### src/rtl/sc_wgt_pkg.sv
package sc_wgt_pkg;
  typedef enum logic [1:0] {
    MODE_CWT = 2'b00,
    MODE_BWT = 2'b01,
    MODE_IWT = 2'b10,
    MODE_OFF = 2'b11
  } wait_mode_e;

  localparam int unsigned CHAR_ETU = 12;
endpackage

### src/rtl/sc_etu_cnt.sv
module sc_etu_cnt #(
  parameter int unsigned W       = 24,
  parameter bit          RST_MAX = 1'b0
) (
  input  logic         clk_i,
  input  logic         rst_ni,
  input  logic         clr_i,
  input  logic         en_i,
  output logic [W-1:0] cnt_o
);
  localparam logic [W-1:0] MAX = '1;

  logic [W-1:0] cnt_q;

  always_ff @(posedge clk_i or negedge rst_ni) begin
    if (!rst_ni)                  cnt_q <= RST_MAX ? MAX : '0;
    else if (clr_i)               cnt_q <= '0;
    else if (en_i && cnt_q != MAX) cnt_q <= cnt_q + 1'b1;
  end

  assign cnt_o = cnt_q;

  // saturate, never wrap
  a_r10_no_wrap: assert property (@(posedge clk_i) disable iff (!rst_ni)
    (cnt_q == MAX && en_i && !clr_i) |=> (cnt_q == MAX));
endmodule

### src/rtl/sc_wait_ctrl.sv
module sc_wait_ctrl
  import sc_wgt_pkg::*;
#(
  parameter int unsigned CNT_W = 24
) (
  input  logic             clk_i,
  input  logic             rst_ni,
  input  logic             etu_tick_i,
  input  logic             rx_start_i,
  input  logic             tx_start_i,
  input  logic             tx_last_i,
  input  wait_mode_e       mode_i,
  input  logic             load_i,
  input  logic [CNT_W-1:0] limit_i,
  input  logic             irq_clr_i,
  input  logic [CNT_W-1:0] cnt_i,
  output logic             cnt_clr_o,
  output logic             cnt_en_o,
  output logic             irq_o
);
  wait_mode_e       mode_q;
  logic [CNT_W-1:0] limit_q;
  logic             armed_q, run_q, irq_q;
  logic             restart, stop, expire;
  logic [CNT_W:0]   cnt_nxt;

  assign cnt_nxt = {1'b0, cnt_i} + 1'b1;

  always_comb begin
    restart = armed_q && ((mode_q == MODE_CWT && rx_start_i) ||
                          (mode_q == MODE_BWT && tx_start_i && tx_last_i));
    stop    = armed_q && mode_q != MODE_CWT && rx_start_i;
    expire  = etu_tick_i && run_q && !load_i && !restart &&
              (cnt_nxt >= {1'b0, limit_q});
  end

  always_ff @(posedge clk_i or negedge rst_ni) begin
    if (!rst_ni) begin
      mode_q  <= MODE_OFF;
      limit_q <= '0;
      armed_q <= 1'b0;
      run_q   <= 1'b0;
    end else if (load_i) begin
      mode_q  <= mode_i;
      limit_q <= limit_i;
      armed_q <= (mode_i != MODE_OFF);
      run_q   <= (mode_i == MODE_IWT);
    end else if (restart) begin
      run_q   <= 1'b1;
    end else if (stop) begin
      run_q   <= 1'b0;
    end else if (expire) begin
      run_q   <= 1'b0;
      armed_q <= 1'b0;
    end
  end

  always_ff @(posedge clk_i or negedge rst_ni) begin
    if (!rst_ni)        irq_q <= 1'b0;
    else if (expire)    irq_q <= 1'b1;
    else if (irq_clr_i) irq_q <= 1'b0;
  end

  assign cnt_clr_o = load_i || restart;
  assign cnt_en_o  = etu_tick_i && run_q;
  assign irq_o     = irq_q;


  a_r5_irq_sticky: assert property (@(posedge clk_i) disable iff (!rst_ni)
    (irq_q && !irq_clr_i) |=> irq_q);

  a_r6_stay_stopped: assert property (@(posedge clk_i) disable iff (!rst_ni)
    (!armed_q && !load_i) |=> !run_q);
  // interrupt only from a running timer
  a_r2_irq_from_run: assert property (@(posedge clk_i) disable iff (!rst_ni)
    $rose(irq_q) |-> $past(run_q));

  a_r11_off_idle: assert property (@(posedge clk_i) disable iff (!rst_ni)
    (load_i && mode_i == MODE_OFF) |=> (!armed_q && !run_q));
endmodule

### src/rtl/sc_guard_gate.sv
module sc_guard_gate
  import sc_wgt_pkg::*;
#(
  parameter int unsigned GT_W = 8
) (
  input  logic            clk_i,
  input  logic            rst_ni,
  input  logic            etu_tick_i,
  input  logic            rx_start_i,
  input  logic            tx_start_i,
  input  logic [GT_W-1:0] egt_i,
  input  logic [GT_W-1:0] bgt_i,
  output logic            permit_o
);
  localparam int unsigned GCW = $clog2(CHAR_ETU + (1 << GT_W));
  localparam int unsigned NG  = 2;  // 0: character guard, 1: block guard

  logic [NG-1:0]  evt, done;
  logic [GCW-1:0] target [NG];
  logic [GCW-1:0] cnt    [NG];

  assign evt[0]    = tx_start_i;
  assign evt[1]    = rx_start_i;
  assign target[0] = GCW'(CHAR_ETU) + GCW'(egt_i);
  assign target[1] = GCW'(bgt_i);

  for (genvar g = 0; g < NG; g++) begin : g_guard
    sc_etu_cnt #(.W(GCW), .RST_MAX(1'b1)) u_cnt (
      .clk_i  (clk_i),
      .rst_ni (rst_ni),
      .clr_i  (evt[g]),
      .en_i   (etu_tick_i),
      .cnt_o  (cnt[g])
    );
    assign done[g] = (cnt[g] >= target[g]);
  end

  assign permit_o = &done;


  a_r7_tx_holdoff: assert property (@(posedge clk_i) disable iff (!rst_ni)
    tx_start_i |=> !permit_o);

  a_r9_both_done: assert property (@(posedge clk_i) disable iff (!rst_ni)
    permit_o |-> (cnt[0] >= GCW'(CHAR_ETU)));
endmodule

### src/rtl/sc_wait_guard_timer.sv
module sc_wait_guard_timer
  import sc_wgt_pkg::*;
#(
  parameter int unsigned CNT_W = 24,
  parameter int unsigned GT_W  = 8
) (
  input  logic             clk_i,
  input  logic             rst_ni,
  input  logic             etu_tick_i,
  input  logic             rx_start_i,
  input  logic             tx_start_i,
  input  logic             tx_last_i,
  input  logic [1:0]       mode_i,
  input  logic             wait_load_i,
  input  logic [CNT_W-1:0] wait_val_i,
  input  logic             irq_clr_i,
  input  logic [GT_W-1:0]  egt_i,
  input  logic [GT_W-1:0]  bgt_i,
  output logic             timeout_irq_o,
  output logic             tx_permit_o
);
  logic             cnt_clr, cnt_en;
  logic [CNT_W-1:0] wait_cnt;

  sc_etu_cnt #(.W(CNT_W), .RST_MAX(1'b0)) u_wait_cnt (
    .clk_i  (clk_i),
    .rst_ni (rst_ni),
    .clr_i  (cnt_clr),
    .en_i   (cnt_en),
    .cnt_o  (wait_cnt)
  );

  sc_wait_ctrl #(.CNT_W(CNT_W)) u_wait_ctrl (
    .clk_i      (clk_i),
    .rst_ni     (rst_ni),
    .etu_tick_i (etu_tick_i),
    .rx_start_i (rx_start_i),
    .tx_start_i (tx_start_i),
    .tx_last_i  (tx_last_i),
    .mode_i     (wait_mode_e'(mode_i)),
    .load_i     (wait_load_i),
    .limit_i    (wait_val_i),
    .irq_clr_i  (irq_clr_i),
    .cnt_i      (wait_cnt),
    .cnt_clr_o  (cnt_clr),
    .cnt_en_o   (cnt_en),
    .irq_o      (timeout_irq_o)
  );

  sc_guard_gate #(.GT_W(GT_W)) u_guard (
    .clk_i      (clk_i),
    .rst_ni     (rst_ni),
    .etu_tick_i (etu_tick_i),
    .rx_start_i (rx_start_i),
    .tx_start_i (tx_start_i),
    .egt_i      (egt_i),
    .bgt_i      (bgt_i),
    .permit_o   (tx_permit_o)
  );
endmodule

### config.mk
export PLATFORM = sky130hd
export DESIGN_NAME = sc_wait_guard_timer
export DESIGN_NICKNAME = d
export VERILOG_FILES = /design/src/rtl/sc_wgt_pkg.sv /design/src/rtl/sc_etu_cnt.sv /design/src/rtl/sc_wait_ctrl.sv /design/src/rtl/sc_guard_gate.sv /design/src/rtl/sc_wait_guard_timer.sv
export SDC_FILE = /design/constraint.sdc
export NUM_CORES = 1
export LEC_CHECK = 0
export ABC_AREA = 1
export BUFFER_PORTS_ARGS = -buffer_cell sky130_fd_sc_hd__clkbuf_2
export CAP_MARGIN = 5
export CORE_ASPECT_RATIO = 1.2
export CORE_MARGIN = 2
export CORE_UTILIZATION = 55
export DETAILED_ROUTE_END_ITERATION = 6
export PLACE_DENSITY = 0.75
export REMOVE_ABC_BUFFERS = 1
export SLEW_MARGIN = 20
export SYNTH_ARGS = -nofsm -noshare
export SYNTH_HDL_FRONTEND = slang
export SYNTH_HIERARCHICAL = 1
export SYNTH_SLANG_ARGS = --single-unit
### constraint.sdc
create_clock -name clk_i -period 3.7 [get_ports clk_i]
set_clock_uncertainty 0.2 [all_clocks]
set_input_delay 0.74 -clock clk_i [delete_from_list [all_inputs] [get_ports clk_i]]
set_output_delay 0.74 -clock clk_i [all_outputs]
set_load 0.05 [all_outputs]
==> impl_metrics.tcl <==
set metrics [dict create \
    cts_resized 0 \
    drc 0 \
    min_path_type "reg2reg" \
    cts_setup_buffers 0 \
    synth_ff_type "dfrtp_1" \
    power.density_nw_per_um2 318 \
    cts_buffer_depth 2 \
    setup_tns_ns 0 \
    final_nets 939 \
    die_area_um2 10900 \
    cts.htree.levels 3 \
    final_antenna_net_count 0 \
    cts_hold_buf 0 \
    cp-end-kind "output pin" \
    leakage_nw 3.21 \
    rr_worst_depth 20 \
    cts_num_sinks 71 \
    yosys_warnings 6 \
    drt_iter0_markers 181 \
    switching_share_pct 25.1 \
    netlist_area_um2 5540 \
    fmax_ghz 0.293 \
    fp.coreArea_um2 9910 \
    rows 40 \
    grt-ovfl-total 0 \
    setup_viol 0 \
    cts-root-buf "clkbuf_16" \
    wire_per_inst_um 12.6 \
    min_from "u_wait_ctrl/limit_q[0]" \
    portBuffers 51 \
    postPlaceCellArea_um2 5930 \
    cts_tree "done" \
    clock_power_share_pct 45.9 \
    worst_slew_pin_slew_ns 0.957 \
    initial_core_util_pct 55.9 \
    final_util_pct 63.0 \
    fillers 868 \
    cp_max_fo 3 \
    p_switching_uw 499 \
    ios 52 \
    hold_viol 0 \
    r2r_slack_ns 0.45 \
    yosys.area.top_type "dfrtp_1" \
    slew_viol_final 0 \
    intPower_mw 1.49 \
    rsz0062_at_grt "no" \
    outcome "finished, final reports clean" \
    antennaDiodeCount 0 \
    area_growth_pct 12.8 \
    drt_pre_antenna_iters 4 \
    grt_max_degree 52 \
    reg2reg_to "u_wait_ctrl/armed_q" \
    synth.distinct_cells 36 \
    syn_inst 786 \
    gp_congestion 0.861 \
    clkTransAtPathRegs_ns 0.06 \
    totalWireLength_um 12300 \
    finalInstanceArea_um2 6250 \
    whs_path_depth 2 \
    critical_path_arrival_ns 2.47 \
    die_y_um 114 \
    crit_required_ns 2.76 \
    drive_gt1_share_pct 17.6 \
    ys_ff_latch 71 \
    finalPower_mw 1.99 \
    crit_path_start_kind "primary input" \
    yosys-top-cells-count "238 x nand2_1, 108 x inv_1, 79 x nor2_1" \
    cap_violations 0 \
    power_frac_seq_pct 42.0 \
    r2r-start "u_wait_cnt/cnt_o[0]" \
    num_vias 5038 \
    avgSynthCellArea_um2 7.05 \
    grt_pass1_vias 4949 \
    fp.dieW_um 95.6 \
    track_usage_pct 24.5 \
    period_share_pct 92.2 \
    ys_top_cells_by_area "dfrtp_1 23%, nand2_1 16%, ha_1 11%, dfstp_2 9.5%, inv_1 7.3%" \
    slew_headroom_pct 36.2 \
    critical_path_class "in2out" \
    hpwl_um 9590 \
    min_to "u_wait_ctrl/limit_q[0]" \
    comb_power_share_pct 12.1 \
    yosysMostFrequentCell "nand2_1" \
    peakVddDrop_v 0.000208 \
    antenna_found_initial 0 \
    numCtsBuffers 9 \
    yosys.area.top_type_share_pct 23.0 \
    synthArstFlopShare_pct 100 \
    grt_pass1_wl_um 21200 \
    period_needed_ns 3.41 \
    synth-seq-area-share_pct 32.5 \
    clk_latency_ns 0.34 \
    via_per_inst 5.18 \
    synth_edf_count 0 \
]
metrics by stage:
| step | setup WS, ns | hold slack, ns | instances |
|---|---|---|---|
| 2_1_floorplan | 0.579 | 0.244 | 774 |
| 3_3_place_gp | 0.405 | 0.286 | 956 |
| 3_5_place_dp | 0.310 | 0.291 | 956 |
| 4_1_cts | 0.299 | 0.298 | 972 |
| 5_1_grt | 0.126 | 0.328 | 972 |
| 6_report | 0.289 | 0.294 | 972 |
power groups by stage:
stage / clock (mW) / combinational, mW / sequential [mW]
5_1_grt: 0.962 / 0.278 / 0.839
3_5_place_dp: 0 / 0.240 / 0.848
4_1_cts: 0.930 / 0.242 / 0.835
6_report: 0.911 / 0.240 / 0.835
3_3_place_gp: 0 / 0.229 / 0.846
2_1_floorplan: 0 / 0.140 / 0.843
critical path, cell delays in order:
cell and delay, ns:
clkbuf_2 0.11, inv_1 0.05, ha_1 0.22, inv_1 0.09
nand3_1 0.10, xor2_1 0.15, ha_1 0.31, nand2_1 0.08
nand2_1 0.05, nand2_1 0.06, nand2_1 0.05, nor2_1 0.10
nand2_1 0.06, nand2_1 0.05, inv_1 0.03, clkbuf_2 0.22
layout by cell type, fill, tap and decap left out, types with 5 or more instances in the layout:
cell type,instances
nand2_1,238
inv_1,108
nor2_1,79
dfrtp_1,51
clkbuf_2,50
ha_1,48
nand3_1,42
o21ai_0,32
a21oi_1,31
xor2_1,20
dfstp_2,20
inv_2,12
o21ai_1,12
nor2_4,11
nand4_1,10
clkbuf_16,9
xnor2_1,9
nand2_2,8
nor2_2,7
nand3_2,7
buf_4,5
metal layers:
| layer | track usage, % | wire length, um |
|---|---|---|
| met4 | 10.2 | 261 |
| met2 | 43.9 | 6400 |
| met3 | 4.62 | 541 |
| met5 | 0 | 0 |
| met1 | 28.3 | 5070 |
flip-flops by register name (all words and copies together), names as in the netlist:
name	flops
u_wait_cnt/cnt_o	24
u_wait_ctrl/limit_q	24
u_guard/g_guard.u_cnt/cnt_o	18
u_wait_ctrl/mode_q	2
u_wait_ctrl/armed_q	1
u_wait_ctrl/irq_o	1
u_wait_ctrl/run_q	1
worst max-delay path by stage:
| stage | startpoint | end | slack, ns | cells after the start |
|---|---|---|---|---|
| 2_1_floorplan | egt_i[2] | tx_permit_o | 0.58 | 12 |
| 4_1_cts | egt_i[2] | tx_permit_o | 0.30 | 16 |
| 6_report | egt_i[2] | tx_permit_o | 0.29 | 16 |
| 5_1_grt | egt_i[2] | tx_permit_o | 0.13 | 14 |
| 3_3_place_gp | egt_i[2] | tx_permit_o | 0.40 | 16 |
| 3_5_place_dp | egt_i[2] | tx_permit_o | 0.31 | 16 |
area by class of cell:
| class | instances | area, um^2 | share of cell area (%) |
|---|---|---|---|
| Clock inverter | 6 | 85.1 | 1.36 |
| Multi-Input combinational cell | 581 | 3220 | 51.6 |
| Clock buffer | 10 | 229 | 3.67 |
| Timing Repair Buffer | 56 | 293 | 4.69 |
| Sequential cell | 71 | 1800 | 28.8 |
| Tap cell | 126 | 158 | 2.52 |
| Inverter | 122 | 459 | 7.35 |
kinds of logic after synthesis:
kind of cell	Yosys count	synth area share [%]
flip-flops	71	32.5
XOR/XNOR	29	4.59
adder cells (fa/ha/maj)	48	10.8
AO/OA/AOI/OAI	82	7.73
AND/OR/NAND/NOR	422	35.0
buffers and inverters	134	9.33
No activity file was read; power rests on OpenSTA's default activity.
